`src/rtl/csa_pkg.sv`:
```
package csa_pkg;
  localparam int MAX_SEG = 16;
  typedef int unsigned seg_list_t [MAX_SEG];

  localparam seg_list_t DEF_SEG_W = '{0: 4, 1: 5, 2: 6, 3: 7, 4: 8, 5: 2, default: 0};

  // lowest bit index of segment k
  function automatic int unsigned seg_lo(seg_list_t w, int k);
    int unsigned acc;
    acc = 0;
    for (int i = 0; i < MAX_SEG; i++)
      if (i < k) acc += w[i];
    return acc;
  endfunction
endpackage

```
`src/rtl/csa_ripple.sv`:
```
module csa_ripple #(
  parameter int W = 4
) (
  input  logic [W-1:0] x,
  input  logic [W-1:0] y,
  input  logic         cin,
  output logic [W-1:0] s,
  output logic         cout
);
  logic c;
  always_comb begin
    c = cin;
    s = '0;
    for (int i = 0; i < W; i++) begin
      s[i] = x[i] ^ y[i] ^ c;
      c    = (x[i] & y[i]) | (c & (x[i] ^ y[i]));
    end
    cout = c;
  end
endmodule

```
`src/rtl/csa_select_seg.sv`:
```
module csa_select_seg #(
  parameter int W = 4
) (
  input  logic [W-1:0] x,
  input  logic [W-1:0] y,
  input  logic         sel,
  output logic [W-1:0] s,
  output logic         cout
);
  logic [W-1:0] s_lo, s_hi;
  logic         c_lo, c_hi;

  csa_ripple #(.W(W)) u_zero (.x(x), .y(y), .cin(1'b0), .s(s_lo), .cout(c_lo));
  csa_ripple #(.W(W)) u_one  (.x(x), .y(y), .cin(1'b1), .s(s_hi), .cout(c_hi));

  always_comb begin
    if (sel) begin
      s    = s_hi;
      cout = c_hi;
    end else begin
      s    = s_lo;
      cout = c_lo;
    end
  end
endmodule

```
`src/rtl/sqrt_csel_adder.sv`:
```
module sqrt_csel_adder
  import csa_pkg::*;
#(
  parameter int        WIDTH    = 32,
  parameter int        NUM_SEG  = 6,
  parameter seg_list_t SEG_W    = DEF_SEG_W,
  parameter bit        BASE_DUP = 1'b0
) (
  input  logic [WIDTH-1:0] a_i,
  input  logic [WIDTH-1:0] b_i,
  input  logic             carry_i,
  output logic [WIDTH-1:0] sum_o,
  output logic             carry_o
);
  localparam int TOP = NUM_SEG - 1;

  // selected carry leaving each segment
  logic [NUM_SEG-1:0] carry_bus;

  for (genvar k = 0; k < NUM_SEG; k++) begin : seg_g
    localparam int LO = int'(seg_lo(SEG_W, k));
    localparam int W  = int'(SEG_W[k]);
    logic         cin_sel;
    logic         cout_sel;
    logic [W-1:0] s;

    if (k == 0) begin : base_g
      assign cin_sel = carry_i;
      if (BASE_DUP) begin : dup_g
        csa_select_seg #(.W(W)) u_add (
          .x(a_i[LO +: W]), .y(b_i[LO +: W]), .sel(cin_sel), .s(s), .cout(cout_sel));
      end else begin : single_g
        csa_ripple #(.W(W)) u_add (
          .x(a_i[LO +: W]), .y(b_i[LO +: W]), .cin(cin_sel), .s(s), .cout(cout_sel));
      end
    end else begin : upper_g
      assign cin_sel = seg_g[k-1].cout_sel;
      csa_select_seg #(.W(W)) u_add (
        .x(a_i[LO +: W]), .y(b_i[LO +: W]), .sel(cin_sel), .s(s), .cout(cout_sel));
    end

    assign sum_o[LO +: W] = s;
    assign carry_bus[k]   = cout_sel;
  end

  assign carry_o = carry_bus[TOP];
endmodule

```
`config.mk`:
```
export PLATFORM = sky130hd
export DESIGN_NAME = sqrt_csel_adder
export DESIGN_NICKNAME = d
export VERILOG_FILES = /design/src/rtl/csa_pkg.sv /design/src/rtl/csa_ripple.sv /design/src/rtl/csa_select_seg.sv /design/src/rtl/sqrt_csel_adder.sv
export SDC_FILE = /design/constraint.sdc
export NUM_CORES = 1
export LEC_CHECK = 0
export BUFFER_PORTS_ARGS = -buffer_cell sky130_fd_sc_hd__buf_2
export CAP_MARGIN = 20
export CORE_ASPECT_RATIO = 0.9
export CORE_UTILIZATION = 30
export DETAILED_ROUTE_END_ITERATION = 8
export PLACE_DENSITY = 0.72
export RECOVER_POWER = 50
export SETUP_SLACK_MARGIN = 0.5
export SYNTH_ARGS = -nofsm -noshare
export SYNTH_HDL_FRONTEND = slang
export SYNTH_SLANG_ARGS = --single-unit
```
`constraint.sdc`:
```
create_clock -name vclk -period 34.1
set_input_delay 3.41 -clock vclk [all_inputs]
set_output_delay 3.41 -clock vclk [all_outputs]
set_load 0.02 [all_outputs]
```
* Word level (Yosys, flattened, before mapping) *
Cells that the tools add are included.
Widths: inputs -> output; s select.

storage, ports and cells
  memories kept = 0
  memory bits (writable) = 0
  latch bits = 0
  ROM bits = 0
  bits of input ports = 65
  output and inout bits = 33
  flip-flop bits (word level) = 0
  logic and storage cells = 234

operators by class
  $mul = 0
  bitwise logic cells = 224
  multiplexer cells = 10
  divide/modulo/power cells = 0
  equality and inequality tests = 0
  add/sub/neg operators = 0
  magnitude comparators = 0
  shift operators = 0
  reductions and logical operators = 0

operators with widths
  kind         count
  $and 1x1->1  82
  $xor 1x1->1  82
  $or 1x1->1   55
  $mux 8       1
  $mux 7       1
  $mux 6       1
  $mux 1       5
  $mux 5       1
  $not 1->1    5
  $mux 2       1

* Depth between registers and ports, before layout *
Gate-level depths: netlist (run 1).

  depth in word-level cells = 18
  depth in mapped cells = 42
  depth with buffers taken out = 42

* By module *
From an unflattened synthesis (run 1), not the netlist that was laid out.

second synthesis, totals
  cells, all modules = 213
  area total of the unflattened synthesis = 2,165.8 um^2

modules (own cells, without submodules)
  module                                         area each (um^2)  cells each  instances  seq. area each (um^2)
  csa_ripple (seg_g[4].upper_g.u_add.u_one ...)  197.7             18          2          0.0
  csa_ripple (seg_g[3].upper_g.u_add.u_one ...)  177.7             17          2          0.0
  csa_ripple (seg_g[2].upper_g.u_add.u_one ...)  157.7             16          2          0.0
  csa_ripple (seg_g[1].upper_g.u_add.u_one ...)  137.6             15          2          0.0
  csa_select_seg (seg_g[4].upper_g.u_add)        153.9             12          1          0.0
  csa_ripple (seg_g[5].upper_g.u_add.u_one ...)  70.1              10          2          0.0
  csa_select_seg (seg_g[3].upper_g.u_add)        138.9             11          1          0.0
  csa_select_seg (seg_g[2].upper_g.u_add)        123.9             10          1          0.0
  csa_ripple (seg_g[0].base_g.single_g.u_add)    117.6             14          1          0.0
  csa_select_seg (seg_g[1].upper_g.u_add)        108.9             9           1          0.0
  csa_select_seg (seg_g[5].upper_g.u_add)        41.3              5           1          0.0

* Least setup slack after synthesis (run 1) *
OpenSTA, ideal clock, no wires.

  kind = input -> output
  from = in a_i[0]
  to = out sum_o[31]
  path buffers = 0
  data arrival time = 14.033 ns
  stages on the path = 39
  data required time = 30.690 ns
  slack = 16.657 ns
  path through = fa_1 > fa_1 > fa_1 > inv_1 > fa_1 > mux2i_1 > fa_1 > fa_1 > fa_1 > inv_1 > fa_1 > o21ai_0 > fa_1 > inv_1 > fa_1 > inv_1 > fa_1 > fa_1 > [3 not listed] > inv_1 > fa_1 > fa_1 > fa_1 > fa_1 > fa_1 > mux2i_1 > fa_1 > inv_1 > fa_1 > fa_1 > fa_1 > fa_1 > fa_1 > fa_1 > o21ai_0 > fa_1 > inv_1

on the way
  word-level cells in the longest chain between the ends = 14
  elaborated cells between the ends (all ways) = 15
  classes of those cells = mux: 5; bitwise: 10

RTL lines
  element                  RTL line               source
  start: declaration       sqrt_csel_adder.sv:9   input logic [WIDTH-1:0] a_i,
  $xor 1x1->1              csa_ripple.sv:16       c = (x[i] & y[i]) | (c & (x[i] ^ y[i]));
  $and 1x1->1              csa_ripple.sv:16
  $or 1x1->1 (*)           csa_ripple.sv:16
  $and 1x1->1 (*)          csa_ripple.sv:16
  $or 1x1->1 (*)           csa_ripple.sv:16
  $and 1x1->1 (*)          csa_ripple.sv:16
  $or 1x1->1 (*)           csa_ripple.sv:16
  $and 1x1->1 (*)          csa_ripple.sv:16
  $or 1x1->1 (*)           csa_ripple.sv:16
  $mux 1 (*) (4 in a row)  csa_select_seg.sv:17   if (sel) begin
  $mux 2 (*)               csa_select_seg.sv:17
  end: declaration         sqrt_csel_adder.sv:12  output logic [WIDTH-1:0] sum_o,

Mark *: on every way between the ends. The rest lies on a longest branch, timed or not.

* Worst setup path after layout (run 1) *
Same ends and word-level chain as after synthesis.

==> flow_metrics.tcl, run 1 <==
set metrics [dict create \
    grt_max_degree 4 \
    antenna_found_initial 0 \
    worstPathRequired_ps 30690 \
    ios 98 \
    seq_area_um2 0 \
    worst_pin_slew_ps 271 \
    route.detailed.drc 0 \
    dr.pass1.iters 2 \
    cp-start-kind "input port" \
    power_density_mw_per_mm2 23.1 \
    num_rows 18 \
    critical_path_class "input port to primary output" \
    grtUsageTotal_pct 12.4 \
    seq_cell_count 0 \
    arrival_ps 14630 \
    nClkBuffers 0 \
    dieArea_mm2 0.00320 \
    seqPwrFrac_pct 0 \
    dr_total_vias 885 \
    drt-initial-drc-count 3 \
    synthMuxAreaShare_pct 2.24 \
    crit_buf_inv 9 \
    synth.distinct_cells 8 \
    final_cell_mix "buf_2 (82), inv_1 (37), fa_1 (27)" \
    synth_top_family_by_area "adder cells" \
    hpwl_mm 2.04 \
    grt_pass1_wl_mm 3.14 \
    ir_worst_vdd_v 0.0000129 \
    synth_xor_area_share_pct 4.90 \
    period_needed_ps 18040 \
    ys_seq_area_share_pct 0 \
    routedWlPerCell_um 8.90 \
    hold_path_depth 3 \
    synth_compound_area_share_pct 1.68 \
    crit_path_end_kind "primary output" \
    grt_pass1_vias 855 \
    n_antenna_cell 0 \
    pwr-share-clk_pct 0 \
    hold_start "b_i[27]" \
    cts_setup_buffers 0 \
    dieHeight_um 53.8 \
    fin_cells 225 \
    hold_viol 0 \
    drt-total-wl_mm 2.00 \
    dp_cells 225 \
    synthSimpleGateAreaFrac_pct 1.26 \
    synth_warnings 0 \
    hold_ws_ps 7210 \
    slowest_delay_ps 440 \
    hp-class "input port to primary output" \
    max_freq_mhz 55.4 \
    syn_area_per_cell_um2 10.3 \
    rsz0062_at_grt "false" \
    viasPerCell 3.93 \
    final_antenna_net_count 0 \
    multiInputGateArea_um2 756 \
    critPathMaxFanout 3 \
    final_common_cell "buf_2" \
    fin_nets 289 \
    die_w_um 59.6 \
    min_period_over_period_pct 52.9 \
    port_buffers 98 \
    start_util_pct 32.0 \
    sw_frac_of_total_pct 63.2 \
    synth_nets 189 \
    cpMostUsedCell "fa_1" \
    core_mm2 0.00279 \
    holdPathEnd "sum_o[27]" \
    status "completed" \
    layout_setup_ws_ps 16060 \
    p_int_mw 0.0120 \
    synth_top_area_share_pct 60.4 \
    gr-total-overflow 0 \
    fillers 295 \
    max_slew_margin_pct 82.0 \
    synthCells 87 \
    drive_gt1_share_pct 44.3 \
    synth_area_um2 895 \
    synth_fa_ha_area_share_pct 74.4 \
    postLayoutCoreUtil_pct 50.7 \
    slowest_stage "fa_1" \
    cap_viol_max_count 0 \
    finalSetupViolCount 0 \
    syn_to_final_growth_pct 58.2 \
    cts_resized 0 \
    critPathTopFamily "adder cells" \
    gp_congestion 0.730 \
    fin_setup_tns_ps 0 \
    switchingPower_mw 0.0207 \
    ctsHoldBuffers 0 \
    comb_power_share_pct 100.0 \
    final_max_slew_viol_count 0 \
    p_leak_nw 0.845 \
    yosys-top-cells-area "fa_1 (60%), inv_1 (16%), ha_1 (14%), xor2_1 (2.9%), mux2i_1 (2.2%)" \
    pre_cts_ws_ps 16000 \
    synth_largest_area_cell "fa_1" \
]
==> cell usage after synthesis <==
library cell,n
nand2_1,3
xnor2_1,2
inv_1,37
o21ai_0,3
xor2_1,3
mux2i_1,2
fa_1,27
ha_1,10
==> area by class of cell <==
cell class	instances	share of cell area [%]
Multi-Input combinational cell	50	53.4
Timing Repair Buffer	98	33.2
Inverter	37	9.81
Tap cell	40	3.54
==> power by group through the flow <==
stage          logic, mW  clock network [mW]  registers [mW]
2_1_floorplan     0.0233                   0               0
3_3_place_gp      0.0336                   0               0
3_5_place_dp      0.0342                   0               0
4_1_cts           0.0343                   0               0
5_1_grt           0.0369                   0               0
6_report          0.0327                   0               0
==> cell families after synthesis <==
logic type / after synthesis
fa+ha+maj: 37
buf+inv: 37
xor+xnor: 5
compound gates: 3
simple gates: 3
mux: 2
==> metal layers <==
metal  GRT usage, %  vias to the layer above  part of all wire [%]  wire length, um
li1               -                      430                     -                -
met3           1.44                        0                    13              266
met2           24.7                       67                    49              984
met5              0                        -                     0                0
met4              0                        0                     0                0
met1           15.3                      388                    38              752
==> stage by stage <==
stage,power (mW),area (um^2)
after global placement,0.0336,1440
after global routing,0.0369,1420
after CTS,0.0343,1440
after floorplan,0.0233,895
after detailed placement,0.0342,1440
final,0.0327,1420
==> worst max-delay path by stage <==
stage | end | cells past startpoint | start
finish | sum_o[31] | 41 | a_i[0]
global route | sum_o[31] | 41 | a_i[0]
CTS | sum_o[31] | 41 | a_i[0]
detailed placement | sum_o[31] | 41 | a_i[0]
global placement | sum_o[31] | 41 | a_i[0]
floorplan | sum_o[31] | 39 | a_i[0]
Power figures use the tool's default switching activity.
==> run 2, diff against run 1 <==
--- a/config.mk
+++ b/config.mk
@@ -10,7 +10,7 @@
 export CORE_ASPECT_RATIO = 0.9
 export CORE_UTILIZATION = 30
 export DETAILED_ROUTE_END_ITERATION = 8
-export PLACE_DENSITY = 0.72
+export PLACE_DENSITY = 0.75
 export RECOVER_POWER = 50
 export SETUP_SLACK_MARGIN = 0.5
 export SYNTH_ARGS = -nofsm -noshare
==> constraint.sdc (replaced) <==
create_clock -name vclk -period 15.7
set_input_delay 1.57 -clock vclk [all_inputs]
set_output_delay 1.57 -clock vclk [all_outputs]
set_load 0.02 [all_outputs]
==> flow_metrics.tcl, run 2 (synthesis gave the netlist of run 1 again) <==
set metrics [dict create \
    worstPathRequired_ps 14130 \
    start_util_pct 32.0 \
    worst_pin_slew_ps 269 \
    power_density_mw_per_mm2 50.5 \
    slowest_stage "fa_1" \
    route.detailed.drc 0 \
    final_common_cell "buf_2" \
    final_max_slew_viol_count 0 \
    grt_pass1_wl_mm 2.82 \
    drt-total-wl_mm 1.91 \
    cts_setup_buffers 0 \
    routedWlPerCell_um 8.49 \
    sw_frac_of_total_pct 62.9 \
    cp-start-kind "input port" \
    dr_total_vias 869 \
    multiInputGateArea_um2 756 \
    comb_power_share_pct 100.0 \
    dr.pass1.iters 3 \
    crit_path_end_kind "primary output" \
    p_leak_nw 0.845 \
    seq_cell_count 0 \
    switchingPower_mw 0.0450 \
    max_slew_margin_pct 82.1 \
    port_buffers 98 \
    num_rows 18 \
    nClkBuffers 0 \
    rsz0062_at_grt "false" \
    pwr-share-clk_pct 0 \
    hold_start "b_i[25]" \
    finalSetupViolCount 0 \
    ctsHoldBuffers 0 \
    final_antenna_net_count 0 \
    viasPerCell 3.86 \
    grt_max_degree 4 \
    grt_pass1_vias 808 \
    drt-initial-drc-count 5 \
    fin_nets 289 \
    min_period_over_period_pct 91.8 \
    critical_path_class "input port to primary output" \
    seqPwrFrac_pct 0 \
    max_freq_mhz 69.4 \
    critPathMaxFanout 3 \
    hpwl_mm 1.92 \
    slowest_delay_ps 450 \
    n_antenna_cell 0 \
    dieArea_mm2 0.00320 \
    period_needed_ps 14420 \
    gr-total-overflow 0 \
    hold_viol 0 \
    grtUsageTotal_pct 11.2 \
    p_int_mw 0.0265 \
    final_cell_mix "buf_2 (82), inv_1 (37), fa_1 (27)" \
    ios 98 \
    seq_area_um2 0 \
    drive_gt1_share_pct 44.3 \
    status "completed" \
    cpMostUsedCell "fa_1" \
    crit_buf_inv 9 \
    fin_setup_tns_ps 0 \
    hp-class "input port to primary output" \
    design_area_mm2 0.00142 \
    gp_congestion 0.698 \
    critPathTopFamily "adder cells" \
    holdPathEnd "sum_o[25]" \
    die_w_um 59.6 \
    core_mm2 0.00279 \
    antenna_found_initial 0 \
    cts_resized 0 \
    dieHeight_um 53.8 \
    place_area_mm2 0.00144 \
    arrival_ps 12850 \
    syn_to_final_growth_pct 58.2 \
    postLayoutCoreUtil_pct 50.7 \
    ir_worst_vdd_v 0.0000316 \
    hold_path_depth 3 \
    cap_viol_max_count 0 \
    fillers 301 \
]
run 2: cell counts in the layout (fill, tap and decap cells not counted):
No cell type changed its count.
run 2: cell type report:
| class | instances | share of cell area (%) |
|---|---|---|
| inverters | 37 | 9.81 |
| well taps | 40 | 3.54 |
| multi-input cells | 50 | 53.4 |
| repair buffers | 98 | 33.2 |
run 2: routing by layer:
metal,vias to the layer above,track usage (%),share of wire (%)
li1,430,-,-
met1,369,12.4,37
met2,70,22.7,47
met3,0,2.88,16
met4,0,0,0
met5,-,0,0
run 2: per-stage QoR:
step / cells / hold WS, ps / worst slack, ps / power [mW]
after floorplan: 87 / 3390 / 1940 / 0.0506
after global placement: 225 / 3520 / 1460 / 0.0723
after detailed placement: 225 / 3520 / 1220 / 0.0742
after CTS: 225 / 3530 / 1200 / 0.0746
after global routing: 225 / 3540 / 672 / 0.0803
final: 225 / 3530 / 1280 / 0.0715
run 2: worst max path at each step:
stage / slack (ps) / start / cells after the start / end
floorplan: 1940 / a_i[0] / 39 / sum_o[31]
global placement: 1460 / a_i[0] / 41 / sum_o[31]
detailed placement: 1220 / a_i[0] / 41 / sum_o[31]
CTS: 1200 / a_i[0] / 41 / sum_o[31]
global route: 670 / a_i[0] / 41 / sum_o[31]
finish: 1280 / a_i[0] / 41 / sum_o[31]
run 2: power groups by stage:
stage | registers, mW | logic [mW] | clock network [mW]
after floorplan | 0 | 0.0506 | 0
after global placement | 0 | 0.0723 | 0
after detailed placement | 0 | 0.0742 | 0
after CTS | 0 | 0.0746 | 0
after global routing | 0 | 0.0803 | 0
final | 0 | 0.0715 | 0
